===== src/rtl/ethdma_swap_pkg.sv =====
package ethdma_swap_pkg;
    typedef enum logic [1:0] {
        ST_IDLE,
        ST_MOVE,
        ST_GAP,
        ST_DONE
    } xfer_state_e;
endpackage


===== src/rtl/ethdma_swap_former.sv =====
module ethdma_swap_former #(
    parameter int AW = 32,
    parameter int LW = 12
) (
    input  logic [AW-1:0] dev_addr,
    input  logic [AW-1:0] base,
    input  logic [LW-1:0] len,
    input  logic          bypass,
    output logic [AW-1:0] eff_addr,
    output logic [LW-1:0] eff_len
);
    logic [AW-1:0] merged;

    always_comb begin
        merged   = dev_addr | base;
        eff_addr = merged;
        eff_len  = len;
        if (!bypass) begin
            eff_addr[0] = 1'b0;
            eff_len[0]  = 1'b0;
        end
    end
endmodule


===== src/rtl/ethdma_swap_lane.sv =====
module ethdma_swap_lane (
    input  logic [15:0] din,
    input  logic        swap_en,
    output logic [15:0] dout
);
    always_comb begin
        dout = swap_en ? {din[7:0], din[15:8]} : din;
    end
endmodule


===== src/rtl/ethdma_swap_ctl.sv =====
module ethdma_swap_ctl
    import ethdma_swap_pkg::*;
#(
    parameter int AW          = 32,
    parameter int LW          = 12,
    parameter int CHUNK_BYTES = 64
) (
    input  logic          clk,
    input  logic          rst_n,
    input  logic          start_req,
    input  logic [AW-1:0] start_addr,
    input  logic [LW-1:0] start_len,
    input  logic          start_we,
    input  logic          start_swap,
    input  logic          mem_ready,
    output logic          mem_valid,
    output logic [AW-1:0] mem_addr,
    output logic [1:0]    mem_be,
    output logic          mem_last,
    output logic          we_q,
    output logic          swap_q,
    output logic          busy,
    output logic          done
);
    localparam int CW = $clog2(CHUNK_BYTES) + 1;

    xfer_state_e   state, nxt;
    logic [AW-1:0] addr_q;
    logic [LW-1:0] rem_q;
    logic [CW-1:0] cbytes_q;
    logic          last_all;
    logic          chunk_end;
    logic          beat;
    logic          accept;

    assign accept    = start_req && (state == ST_IDLE);
    assign beat      = (state == ST_MOVE) && mem_ready;
    assign last_all  = (rem_q <= LW'(2));
    assign chunk_end = swap_q && we_q &&
                       (({1'b0, cbytes_q} + (CW+1)'(2)) == (CW+1)'(CHUNK_BYTES));

    // state register
    always_ff @(posedge clk or negedge rst_n) begin
        if (!rst_n) state <= ST_IDLE;
        else        state <= nxt;
    end

    always_comb begin
        nxt = state;
        unique case (state)
            ST_IDLE: if (accept) nxt = (start_len == '0) ? ST_DONE : ST_MOVE;
            ST_MOVE: if (beat) begin
                if (last_all)       nxt = ST_DONE;
                else if (chunk_end) nxt = ST_GAP;
            end
            ST_GAP:  nxt = ST_MOVE;
            ST_DONE: nxt = ST_IDLE;
        endcase
    end

    // transfer bookkeeping registers
    always_ff @(posedge clk or negedge rst_n) begin
        if (!rst_n) begin
            addr_q   <= '0;
            rem_q    <= '0;
            cbytes_q <= '0;
            we_q     <= 1'b0;
            swap_q   <= 1'b0;
        end else if (accept) begin
            addr_q   <= start_addr;
            rem_q    <= start_len;
            cbytes_q <= '0;
            we_q     <= start_we;
            swap_q   <= start_swap;
        end else if (beat) begin
            addr_q   <= addr_q + AW'(2);
            rem_q    <= (rem_q == LW'(1)) ? '0 : rem_q - LW'(2);
            cbytes_q <= chunk_end ? '0 : cbytes_q + CW'(2);
        end
    end

    // outputs
    always_comb begin
        busy      = (state != ST_IDLE);
        done      = (state == ST_DONE);
        mem_valid = (state == ST_MOVE);
        mem_addr  = addr_q;
        mem_be    = (rem_q == LW'(1)) ? 2'b01 : 2'b11;
        mem_last  = last_all || chunk_end;
    end
endmodule


===== src/rtl/ethdma_swap_path.sv =====
module ethdma_swap_path #(
    parameter int AW          = 32,
    parameter int LW          = 12,
    parameter int CHUNK_BYTES = 64
) (
    input  logic          clk,
    input  logic          rst_n,
    input  logic [AW-1:0] base_addr,
    input  logic          req_valid,
    input  logic [AW-1:0] req_addr,
    input  logic [LW-1:0] req_len,
    input  logic          req_write,
    input  logic          req_bypass,
    output logic          busy,
    output logic          done,
    input  logic [15:0]   dev_wdata,
    output logic          dev_wtake,
    output logic [15:0]   dev_rdata,
    output logic          dev_rvalid,
    output logic          mem_valid,
    input  logic          mem_ready,
    output logic          mem_write,
    output logic [AW-1:0] mem_addr,
    output logic [1:0]    mem_be,
    output logic          mem_last,
    output logic [15:0]   mem_wdata,
    input  logic [15:0]   mem_rdata
);
    logic [AW-1:0] eff_addr;
    logic [LW-1:0] eff_len;
    logic          swap_q;

    ethdma_swap_former #(.AW(AW), .LW(LW)) u_former (
        .dev_addr (req_addr),
        .base     (base_addr),
        .len      (req_len),
        .bypass   (req_bypass),
        .eff_addr (eff_addr),
        .eff_len  (eff_len)
    );

    ethdma_swap_ctl #(.AW(AW), .LW(LW), .CHUNK_BYTES(CHUNK_BYTES)) u_ctl (
        .clk        (clk),
        .rst_n      (rst_n),
        .start_req  (req_valid),
        .start_addr (eff_addr),
        .start_len  (eff_len),
        .start_we   (req_write),
        .start_swap (!req_bypass),
        .mem_ready  (mem_ready),
        .mem_valid  (mem_valid),
        .mem_addr   (mem_addr),
        .mem_be     (mem_be),
        .mem_last   (mem_last),
        .we_q       (mem_write),
        .swap_q     (swap_q),
        .busy       (busy),
        .done       (done)
    );

    ethdma_swap_lane u_wlane (.din(dev_wdata), .swap_en(swap_q), .dout(mem_wdata));
    ethdma_swap_lane u_rlane (.din(mem_rdata), .swap_en(swap_q), .dout(dev_rdata));

    assign dev_wtake  = mem_valid && mem_ready && mem_write;
    assign dev_rvalid = mem_valid && mem_ready && !mem_write;
endmodule


===== config.mk =====
export PLATFORM = sky130hd
export DESIGN_NAME = ethdma_swap_path
export DESIGN_NICKNAME = d
export VERILOG_FILES = /design/src/rtl/ethdma_swap_pkg.sv /design/src/rtl/ethdma_swap_former.sv /design/src/rtl/ethdma_swap_lane.sv /design/src/rtl/ethdma_swap_ctl.sv /design/src/rtl/ethdma_swap_path.sv
export SDC_FILE = /design/constraint.sdc
export NUM_CORES = 1
export LEC_CHECK = 0
export BUFFER_PORTS_ARGS = -buffer_cell sky130_fd_sc_hd__buf_2
export CORE_MARGIN = 2
export CORE_UTILIZATION = 45
export DETAILED_ROUTE_END_ITERATION = 7
export PLACE_DENSITY_LB_ADDON = 0.25
export SLEW_MARGIN = 20
export SYNTH_ARGS = -nofsm -noshare
export SYNTH_HDL_FRONTEND = slang
export SYNTH_SLANG_ARGS = --single-unit

===== constraint.sdc =====
create_clock -name clk -period 3.2 [get_ports clk]
set_input_delay 0.64 -clock clk [delete_from_list [all_inputs] [get_ports clk]]
set_output_delay 0.64 -clock clk [all_outputs]
set_load 0.05 [all_outputs]

Yosys cells after proc, flatten, opt, wreduce, memory -nomap -nowiden
Cells that the tools add are included.
Word-level totals
  register bits: 55
  output and inout bits: 73
Cells by class
  add/subtract/negate cells: 4
  $lt $le $gt $ge: 1
  equality and inequality tests: 8
  muxes and demuxes: 19
  bitwise gates (word level): 1
  reduce and logical (&&, ||, !) cells: 14
Operators by type and width (count)
  two-way mux 32 bit: 2
  two-way mux 12 bit: 3
  adder 32 x 2 -> 32 bit, second input constant: 1
  two-way mux 16 bit: 2
  bitwise OR 32 bit: 1
  two-way mux 7 bit: 3
  equality test 12 x 1 -> 1 bit, second input constant: 1
  <= comparator 12 x 2 -> 1 bit, second input constant: 1
  zero test 12 bit: 1
  two-way mux 2 bit: 6
  subtractor 12 x 2 -> 12 bit, second input constant: 1
  adder 7 x 2 -> 8 bit, second input constant: 1
  equality test 8 x 7 -> 1 bit, second input constant: 1
  one-hot mux 2 bit (4 select lines): 1
  adder 7 x 2 -> 7 bit, second input constant: 1
  logical AND 1 bit: 6
  equality test 2 bit, second input constant: 2
  inequality test 2 x 1 -> 1 bit, second input constant: 2
  nonzero test 2 bit: 2
  inequality test 3 x 1 -> 1 bit, second input constant: 1
  AND reduction 3 bit: 1
  equality test 2 x 1 -> 1 bit, second input constant: 1
  zero test 1 bit: 2
  zero test 2 bit: 1
  2 further kinds: 3

Depth between registers and ports, before layout
Gate-level depths: netlist of the first run.
  depth after elaboration: 7
  depth in mapped cells: 7
  mapped depth without buffers: 7

Cells and area by module
Synthesis of the first run repeated with hierarchy kept, for this count alone.
Unflattened totals
  cells, all modules: 454
  area, all modules: 3993.8 um^2
Modules (own cells, without submodules)
  ethdma_swap_ctl: instances 1, cells each 371, area each 3185.6 um^2, seq. area each 1351.3 um^2
  ethdma_swap_lane: instances 2, cells each 18, area each 249.0 um^2, seq. area each 0.0 um^2
  ethdma_swap_former: instances 1, cells each 44, area each 290.3 um^2, seq. area each 0.0 um^2
  ethdma_swap_path: instances 1, cells each 3, area each 20.0 um^2, seq. area each 0.0 um^2

Least setup slack after synthesis of the first run
OpenSTA, ideal clock, no wires.
  path kind: input to output
  start: input port mem_ready
  end: output port dev_rvalid
  data arrival time: 1.633 ns
  path slack: 0.927 ns
  stages: 3
  path buffers: 1
  cells stage by stage: nand3b_1 clkbuf_1 nor2_1
Between the ends
  cells in the longest elaborated chain, start to end: 2
RTL lines
  start: declaration: line ethdma_swap_path.sv:21  | input logic mem_ready,
  logical AND 1 bit (2 in series): line ethdma_swap_path.sv:65  | assign dev_rvalid = mem_valid && mem_ready && !mem_write;
  end: declaration: line ethdma_swap_path.sv:19  | output logic dev_rvalid,
Every way passes these cells.

Final worst setup path of the first run
  start: register u_ctl.cbytes_q[1]
  end: output port mem_last
Between the ends
  cells in the longest elaborated chain, start to end: 4
RTL lines
  start: declaration: line ethdma_swap_ctl.sv:30  | logic [CW-1:0] cbytes_q;
  start signal: assignment: line ethdma_swap_ctl.sv:78  | cbytes_q <= chunk_end ? '0 : cbytes_q + CW'(2);
  adder 7 x 2 -> 8 bit: line ethdma_swap_ctl.sv:40  | (({1'b0, cbytes_q} + (CW+1)'(2)) == (CW+1)'(CHUNK_BYTES));
  equality test 8 x 7 -> 1 bit: line ethdma_swap_ctl.sv:40
  logical AND 1 bit: line ethdma_swap_ctl.sv:39  | assign chunk_end = swap_q && we_q &&
  logical OR 1 bit: line ethdma_swap_ctl.sv:89  | mem_last = last_all || chunk_end;
  end: declaration: line ethdma_swap_path.sv:25  | output logic mem_last,
Every way passes these cells.

==> results of run 1 <==
==> worst max path at each step <==
stage | endpoint | cells after the start | slack [ns]
floorplan | dev_rvalid | 3 | 0.93
global placement | mem_last | 6 | 0.79
detailed placement | mem_last | 6 | 0.77
CTS | mem_last | 6 | 0.42
global route | mem_last | 6 | 0.32
finish | mem_last | 6 | 0.43
==> cell usage after synthesis (all sizes together), types with 2 or more instances <==
cell,n,area [um2]
dfrtp,54,1351
a21oi,43,215.2
nor3,40,200.2
nand2,35,131.4
mux2,32,360.4
xor2,27,236.5
nor2,22,82.58
nand3,17,85.08
clkbuf,14,52.55
nand4,13,102.6
o21ai,12,60.06
buf,8,47.54
xnor2,7,61.31
inv,6,22.52
and3,5,31.28
nor4,5,37.53
or3,5,31.28
a31oi,4,25.02
a22o,3,26.28
and2,3,18.77
and4,3,27.53
and4b,3,30.03
ha,3,37.54
nand3b,3,22.52
nor4b,3,41.29
o211ai,3,22.52
a211oi,2,15.01
nand4b,2,17.52
or2,2,12.51
==> worst max-delay path: stages, from the launching register on <==
cell and delay [ns]:
dfrtp_1 0.44, ha_1 0.32, and4b_1 0.24, o211ai_1 0.11, a2111oi_2 0.25, or2_2 0.20
buf_2 0.26
==> sequential cells by signal (all words and copies together) (netlist names) <==
| name | cells |
|---|---|
| u_ctl.mem_addr | 32 |
| u_ctl.rem_q | 12 |
| u_ctl.cbytes_q | 6 |
| u_ctl.state | 2 |
| u_ctl.swap_q | 1 |
| u_ctl.we_q | 1 |
==> metrics by stage <==
stage / hold slack [ns] / worst slack, ns / total power (uW) / cell area, um2 / cells
floorplan: 0.3444 / 0.9268 / 3467 / 3503 / 391
global placement: 0.4613 / 0.7861 / 4050 / 4512 / 663
detailed placement: 0.4797 / 0.7658 / 4105 / 4512 / 663
CTS: 0.4810 / 0.4177 / 4481 / 4592 / 670
global route: 0.5220 / 0.3246 / 4726 / 4594 / 671
finish: 0.4536 / 0.4340 / 4464 / 4594 / 671
==> metal layers <==
layer  vias up  wire length, um
met1      1713             3990
met2       133             4688
li1       1770                -
met5         -                0
met3        15              711
met4         0              192
==> power breakdown <==
group / switching (uW) / internal [uW] / leakage, uW / total (uW)
registers: 406 / 1000 / 0.000648 / 1410
clock network: 220 / 151 / 0.0000373 / 371
logic: 1860 / 818 / 0.00142 / 2680
total: 2490 / 1970 / 0.00210 / 4460
==> cell families (layout without fill, tap and decap cells) <==
group | Yosys count | in the layout | synth area share [%]
multiplexers | 33 | 33 | 10.57
buffers and inverters | 28 | 205 | 3.500
AND/OR/NAND/NOR | 166 | 166 | 25.93
AO/OA/AOI/OAI | 72 | 72 | 11.75
adder cells (fa/ha/maj) | 3 | 3 | 1.072
XOR/XNOR | 34 | 34 | 8.500
other | 1 | 2 | 0.1070
flip-flops | 54 | 54 | 38.57
==> layout by cell type (no fill, tap or decap), types with 2 or more instances in the layout <==
cell	n
inv_1	6
clkbuf_8	5
nor3_1	40
buf_4	7
a31oi_1	4
or3_1	5
nor4_1	4
dfrtp_1	54
mux2_2	32
buf_2	185
ha_1	3
and4b_1	3
xor2_1	27
a21oi_1	43
nand3_1	17
nand2_1	34
and3_1	5
nand4_1	11
o21ai_0	12
nor4b_1	2
and4_1	2
nand3b_1	3
nand4b_1	2
xnor2_1	7
a22o_1	3
or2_2	2
o211ai_1	3
nor2_1	22
and2_1	3
a211oi_1	2
==> layout make-up <==
cell class                      count  area [um2]  area share, %
Antenna cell                        1       2.502        0.05447
Clock buffer                        6       72.57          1.580
Clock inverter                      1       7.507         0.1634
Inverter                            6       22.52         0.4902
Multi-Input combinational cell    309        2032          44.23
Sequential cell                    54        1351          29.41
Tap cell                          102       127.6          2.778
Timing Repair Buffer              192       978.4          21.30
==> run summary, run 1 <==
Max Cap Viol = 0
Final hold violation count = 0
Met3 Usage GRT = 4.273%
Share of post-route cells with drive strength above 1 = 42.08%
Met1 usage = 28.23%
Die Footprint = 0.008507 mm2
Vias in the first global route = 3365
Die height = 92.24 um
Critical Path Source = u_ctl.cbytes_q[1]
DRC Markers = 0
Port Buffers = 185
Num CTS Buffers = 5
Iter 0 DRT Violations = 164
Post-cts resize count = 0
RSZ-0062 raised after global routing = false
Number of synthesized flops with an enable pin = 0
Ys Warns = 0
Slew @ Worst Pin = 0.6842 ns
GPL Wtd Cong = 0.8763
WL final = 9.583 mm
Area Overhead vs Synth = 31.14%
Std-Cell Rows = 32
Reg2Reg Launch Point = u_ctl.mem_addr[7]
CP Max Fanout = 5
Flop2flop setup slack = 1.08 ns
# Post-CTS Setup Buffers = 0
Async S/R FF share, synth = 100.0%
Depth of the CTS H-tree = 2
Clock-pin transition on the worst setup and hold timing paths = 0.10 ns
Layout Skew = 0.008693 ns
PD cells = 971.6 mW/mm2
Die extent in x = 92.24 um
Library cells used by synthesis = 49
CP Launch Type = register
Busiest grt layer = met2
Post-DP HPWL = 7.347 mm
TritonRoute pass-1 iters = 4
Crit path DAT = 2.13 ns
Root buffer cell = clkbuf_8
Avg Cell Area, Syn = 8.960 um2
Hold WC Path Type = input port to async pin
Synth Cell Area = 0.003503 mm2
Core Area = 0.007647 mm2
Worst Reg-to-Reg Cells = 5
Worst-skew pair later-pin latency = 0.30 ns
GR Util met2 = 37.93%
Final core utilization = 60.08%
VDD IR max = 0.0007296 V
Post-Synthesis Cells = 391
Reg2reg end = u_ctl.mem_addr[31]
I/O Pins = 187
Vias after detailed routing = 3631
Clock sink count = 54
Leak = 0.002104 uW
Sequential-to-total area share from yosys stat = 38.57%
Final Max Slew Viols = 0
Post-Syn Nets = 508
Setup CP Type = register to output pin
Largest net degree at the start of global routing = 55
Nets = 685
Crit path capture type = output pin
Routed Antenna Nets = 0
# hold bufs at CTS = 0
Grt total ovfl = 0
Peak Freq = 361.5 MHz
Tcrit/Tclk final = 86.44%
Synth Flop Type = dfrtp_1
TritonCTS clock tree = built
Fin crit period = 2.766 ns
Post-route setup TNS = 0 ns
Initial antenna violation count = 1
First-pass GRT wire length = 15.25 mm
Max-slew headroom = 53.74%
Status = complete, no violations
Fill cell count = 696
All-layer global routing usage = 22.08%
WP data required = 2.56 ns
Setup-failing EPs final = 0
Starting Density = 45.81%
FF+latch count, synth = 54
Vias/cell = 5.411
Clock Tree Buf Depth = 2
Drt wl/cell = 14.28 um
(Power assumes the default switching activity.)
==> run 2: changes to the inputs <==
--- a/config.mk
+++ b/config.mk
@@ -6,7 +6,6 @@
 export NUM_CORES = 1
 export LEC_CHECK = 0
 export BUFFER_PORTS_ARGS = -buffer_cell sky130_fd_sc_hd__buf_2
-export CORE_MARGIN = 2
 export CORE_UTILIZATION = 45
 export DETAILED_ROUTE_END_ITERATION = 7
 export PLACE_DENSITY_LB_ADDON = 0.25
==> run 2 against run 1 <==
  * Total power is 2.1% higher
  * Combinational power about the same
  * Clock-buffer cell count stayed put
  * Setup slack got worse by 0.067 ns
  * Sequential cell count did not move
  * First-iteration DRC count is 2.4% higher
  * Clock skew is 0.0043 ns higher
  * Register-to-register slack worse by 0.09 ns
  * Wire length down 0.99%
  * Via count down 0.80%
  * Utilization increased by 2.6 points
==> run summary, run 2 (synthesis results as in run 1) <==
Internal = 2074 uW
CP max stage cell = dfrtp_1
Commonest non-fill, non-tap cell in the layout = buf_2
Final core utilization = 62.67%
Max-slew headroom = 52.89%
Initial antenna violation count = 0
Fin crit period = 2.833 ns
Clock Tree Buf Depth = 2
Std-Cell Rows = 31
Starting Density = 47.54%
Die height = 90.24 um
Num CTS Buffers = 5
Die extent in x = 90.24 um
Leak = 0.002122 uW
Nets = 683
Setup CP Type = register to output pin
Final Max Slew Viols = 0
Tcrit/Tclk final = 88.54%
Post-cts resize count = 0
TritonCTS clock tree = built
Crit path depth = 6
Slew @ Worst Pin = 0.7041 ns
Vias/cell = 5.417
Area of placed instances = 0.004506 mm2
WP data required = 2.56 ns
Vias after detailed routing = 3602
Peak Freq = 353.0 MHz
Core Area = 0.007370 mm2
Root buffer cell = clkbuf_8
Largest net degree at the start of global routing = 55
Crit path capture type = output pin
Worst Reg-to-Reg Cells = 5
# Post-CTS Setup Buffers = 0
Max Cap Viol = 0
Depth of the CTS H-tree = 2
Die Footprint = 0.008142 mm2
Sw Pwr = 2484 uW
Iter 0 DRT Violations = 168
GPL Wtd Cong = 0.7955
Post-route setup TNS = 0 ns
Vias in the first global route = 3462
First-pass GRT wire length = 15.76 mm
CP Launch Type = register
Post-DP HPWL = 7.189 mm
Final hold violation count = 0
DRC Markers = 0
TritonRoute pass-1 iters = 4
Status = complete, no violations
I/O Pins = 187
Worst path cell trace = ha_1 -> and4b_1 -> o211ai_1 -> a2111oi_2 -> or2_2 -> buf_2
RSZ-0062 raised after global routing = false
Max FFs per register = 32
Hold WC Path Type = input port to async pin
VDD IR max = 0.0005605 V
Gate power share = 58.9%
Worst-skew pair later-pin latency = 0.30 ns
Share of post-route cells with drive strength above 1 = 42.05%
Power share of the sequential group = 30.8%
Setup-failing EPs final = 0
Drt wl/cell = 14.27 um
Buf+Inv Stages, Crit Path = 1
CP Max Fanout = 5
Crit path DAT = 2.19 ns
# hold bufs at CTS = 0
Grt total ovfl = 0
Sw frac = 54.50%
WL final = 9.488 mm
PD cells = 987.1 mW/mm2
# diodes = 0
Clock Power Share = 10.3%
Layout Skew = 0.01302 ns
All-layer global routing usage = 23.28%
Delay-heaviest family, CP = simple AND/OR/NAND/NOR gates
Fin area = 0.004618 mm2
Clock sink count = 54
Routed Antenna Nets = 0
Max stage delay on crit path = 0.44 ns
Port Buffers = 185
Most frequent cells in the layout = buf_2, dfrtp_1, a21oi_1
Area Overhead vs Synth = 31.82%
Clock-pin transition on the worst setup and hold timing paths = 0.10 ns
[run 2: cell types whose count changed in the layout (fill, tap and decap cells not counted), sizes merged]
cell      delta
buf          -2
clkinvlp     -1
bufinv       +1
diode        -1
[run 2: final cells by class]
| cell class | instances | area, um2 |
|---|---|---|
| Clock buffer | 6 | 82.58 |
| Clock inverter | 1 | 30.03 |
| Fill cell | 683 | 2751 |
| Inverter | 6 | 22.52 |
| Multi-Input combinational cell | 309 | 2032 |
| Sequential cell | 54 | 1351 |
| Tap cell | 99 | 123.9 |
| Timing Repair Buffer | 190 | 975.9 |
[run 2: worst reg2reg max path, cell delays in order, from the launching register on]
cell and delay, ns:
dfrtp_1 0.44, nand3b_1 0.51, or4_1 0.69, nor4b_1 0.28, a21oi_1 0.07, o21ai_0 0.15
[run 2: worst paths after layout]
kind | slack [ns] | from | to
max reg2reg | 0.99 | u_ctl.state[1] | u_ctl.rem_q[9]
max in group asynchronous | 2.27 | rst_n | u_ctl.mem_addr[6]
min in group clk | 0.50 | u_ctl.mem_addr[0] | u_ctl.mem_addr[0]
min | 0.45 | rst_n | u_ctl.mem_addr[15]
max | 0.37 | u_ctl.cbytes_q[1] | mem_last
min reg2reg | 0.50 | u_ctl.mem_addr[0] | u_ctl.mem_addr[0]
[run 2: routing by layer]
| layer | vias up | global-route usage, % | wire length (um) |
|---|---|---|---|
| li1 | 1770 | - | - |
| met1 | 1680 | 28.80 | 3985 |
| met2 | 138 | 41.35 | 4860 |
| met3 | 14 | 4.653 | 498 |
| met4 | 0 | 5.780 | 144 |
| met5 | - | 0 | 0 |
[run 2: power groups by stage]
| stage | combinational [uW] | clock (uW) | sequential (uW) |
|---|---|---|---|
| finish | 2690 | 468 | 1400 |
| CTS | 2700 | 478 | 1400 |
| global route | 2850 | 504 | 1460 |
| floorplan | 1370 | 0 | 2090 |
| detailed placement | 2680 | 0 | 1410 |
| global placement | 2640 | 0 | 1390 |
[run 2: through the flow]
| step | worst slack [ns] | instances | hold WS (ns) | power [uW] |
|---|---|---|---|---|
| after global placement | 0.7628 | 658 | 0.4617 | 4032 |
| after CTS | 0.3683 | 665 | 0.4837 | 4574 |
| after global routing | 0.2665 | 665 | 0.4984 | 4811 |
| after floorplan | 0.9268 | 391 | 0.3444 | 3467 |
| final | 0.3668 | 665 | 0.4498 | 4558 |
| after detailed placement | 0.7174 | 658 | 0.4775 | 4097 |
==> run 3: changes to the inputs <==
--- a/config.mk
+++ b/config.mk
@@ -5,9 +5,9 @@
 export SDC_FILE = /design/constraint.sdc
 export NUM_CORES = 1
 export LEC_CHECK = 0
-export BUFFER_PORTS_ARGS = -buffer_cell sky130_fd_sc_hd__buf_2
 export CORE_UTILIZATION = 45
 export DETAILED_ROUTE_END_ITERATION = 7
+export DONT_BUFFER_PORTS = 1
 export PLACE_DENSITY_LB_ADDON = 0.25
 export SLEW_MARGIN = 20
 export SYNTH_ARGS = -nofsm -noshare
==> constraint.sdc (replaced) <==
create_clock -name clk -period 2.3 [get_ports clk]
set_input_delay 0.46 -clock clk [delete_from_list [all_inputs] [get_ports clk]]
set_output_delay 0.46 -clock clk [all_outputs]
set_load 0.05 [all_outputs]
==> run 3 against run 2 <==
  * The flow now finishes with violations (negative setup slack)
  * Sequential cell count stayed put
  * Critical path type unchanged
  * Die area stayed put
  * Hold slack lost 0.22 ns
  * Critical endpoint unchanged
  * Sequential power grew 36%
  * Sequential share of layout area grew 3.8 points
==> run summary, run 3 (synthesis results as in run 1) <==
Max Cap Viol = 0
Vias after detailed routing = 3069
Status = finished, violations left
Worst-skew pair later-pin latency = 0.30 ns
Internal = 3025 uW
RSZ-0062 raised after global routing = true
Layout Skew = 0.01040 ns
Max FFs per register = 32
Starting Density = 47.54%
Peak Freq = 396.0 MHz
Die extent in x = 90.24 um
Failing checks = negative setup slack
Hold WC Path Type = input port to register
Fin crit period = 2.525 ns
Clock-pin transition on the worst setup and hold timing paths = 0.10 ns
Crit path capture type = output pin
Final WS setup = -0.2254 ns
TritonCTS clock tree = built
Depth of the CTS H-tree = 2
TritonRoute pass-1 iters = 4
Vias in the first global route = 2968
Most frequent cells in the layout = dfrtp_1, buf_4, a21oi_1
Port Buffers = 0
PD cells = 1576 mW/mm2
CP Launch Type = register
Die Footprint = 0.008142 mm2
Drt wl/cell = 16.35 um
All-layer global routing usage = 20.59%
GPL Wtd Cong = 0.8576
Grt total ovfl = 0
Slew @ Worst Pin = 0.5936 ns
Post-DP HPWL = 6.503 mm
WL final = 8.586 mm
Gate power share = 58.5%
Die height = 90.24 um
Setup WS pre-CTS = 0.07566 ns
Sw frac = 52.99%
# diodes = 0
Vias/cell = 5.846
Root buffer cell = clkbuf_8
VDD IR max = 0.0007867 V
Initial antenna violation count = 0
Power share of the sequential group = 29.6%
Final hold violation count = 0
Fill cell count = 681
WP data required = 1.84 ns
DRC Markers = 0
Iter 0 DRT Violations = 70
Max-slew headroom = 59.87%
Tcrit/Tclk final = 109.8%
Area Overhead vs Synth = 16.57%
Sw Pwr = 3411 uW
Clock sink count = 54
Leak = 0.001617 uW
CP Max Fanout = 5
Clock Power Share = 11.9%
I/O Pins = 187
Nets = 542
Clock Tree Buf Depth = 2
Setup CP Type = register to output pin
Share of post-route cells with drive strength above 1 = 23.00%
Final Max Slew Viols = 0
Largest net degree at the start of global routing = 55
Std-Cell Rows = 31
Core Area = 0.007370 mm2
Post-route setup TNS = -0.2254 ns
Crit path DAT = 2.07 ns
Commonest non-fill, non-tap cell in the layout = dfrtp_1
Num CTS Buffers = 5
Final core utilization = 55.42%
Setup-failing EPs final = 1
First-pass GRT wire length = 13.77 mm
Routed Antenna Nets = 0
run 3: cell types whose count changed in the layout (fill, tap and decap cells not counted), sizes merged:
cell         before  now
buf             190   48
bufinv            1    2
dlygate4sd3       0    1
run 3: power groups by stage:
stage | Combinational [uW] | Clock (uW) | Sequential (uW)
6_report | 3770 | 764 | 1910
3_5_place_dp | 3670 | 0 | 1910
5_1_grt | 4000 | 820 | 1970
3_3_place_gp | 3620 | 0 | 1890
2_1_floorplan | 1910 | 0 | 2910
4_1_cts | 3710 | 789 | 1890
run 3: area by class of cell:
type | count | area, um2 | area share [%]
Tap cell | 99 | 123.9 | 3.033
Inverter | 6 | 22.52 | 0.5515
Timing Repair Buffer | 49 | 390.4 | 9.559
Sequential cell | 54 | 1351 | 33.09
Clock buffer | 6 | 82.58 | 2.022
Clock inverter | 2 | 60.06 | 1.471
Multi-Input combinational cell | 309 | 2053 | 50.28
run 3: worst max-delay path: stages (launching register included):
cell and delay [ns]:
dfrtp_1 0.43, ha_1 0.30, and4b_1 0.25, o211ai_1 0.14
a2111oi_4 0.35, or2_4 0.30
run 3: final timing paths:
kind,startpoint,to,slack [ns],cells after the start
worst max-delay path,u_ctl.cbytes_q[1],mem_last,-0.23,5
worst min-delay path,req_bypass,u_ctl.swap_q,0.22,1
worst max register to register,u_ctl.rem_q[2],u_ctl.rem_q[1],0.34,5
worst min register to register,u_ctl.cbytes_q[6],u_ctl.cbytes_q[6],0.56,1
max in group asynchronous,rst_n,u_ctl.rem_q[6],1.39,2
min in group asynchronous,rst_n,u_ctl.mem_addr[15],0.67,2
run 3: repair_timing:
item                                    in CTS  in global routing
pin swaps                                    0                  3
resized for setup                            1                  2
endpoints found under the setup margin       1                  2
endpoints found under the hold margin       54                  5
hold buffers                                 1                  1
setup buffers                                0                  5
run 3: layer usage:
layer,vias to the layer above,wire (um),part of all wire [%],track usage [%]
met5,-,0,0,0
met4,0,76,0.89,3.763
met3,9,569,6.6,4.907
met2,130,4370,51,36.83
met1,1445,3569,42,25.30
li1,1485,-,-,-
run 3: metrics by stage:
step / area (um2) / cells / total power, uW / hold slack [ns]
after floorplan: 3503 / 391 / 4824 / 0.1644
after global placement: 3845 / 510 / 5515 / 0.1655
after detailed placement: 3845 / 510 / 5584 / 0.1657
after CTS: 4018 / 519 / 6390 / 0.009317
after global routing: 4084 / 525 / 6786 / 0.2170
final: 4084 / 525 / 6436 / 0.2249
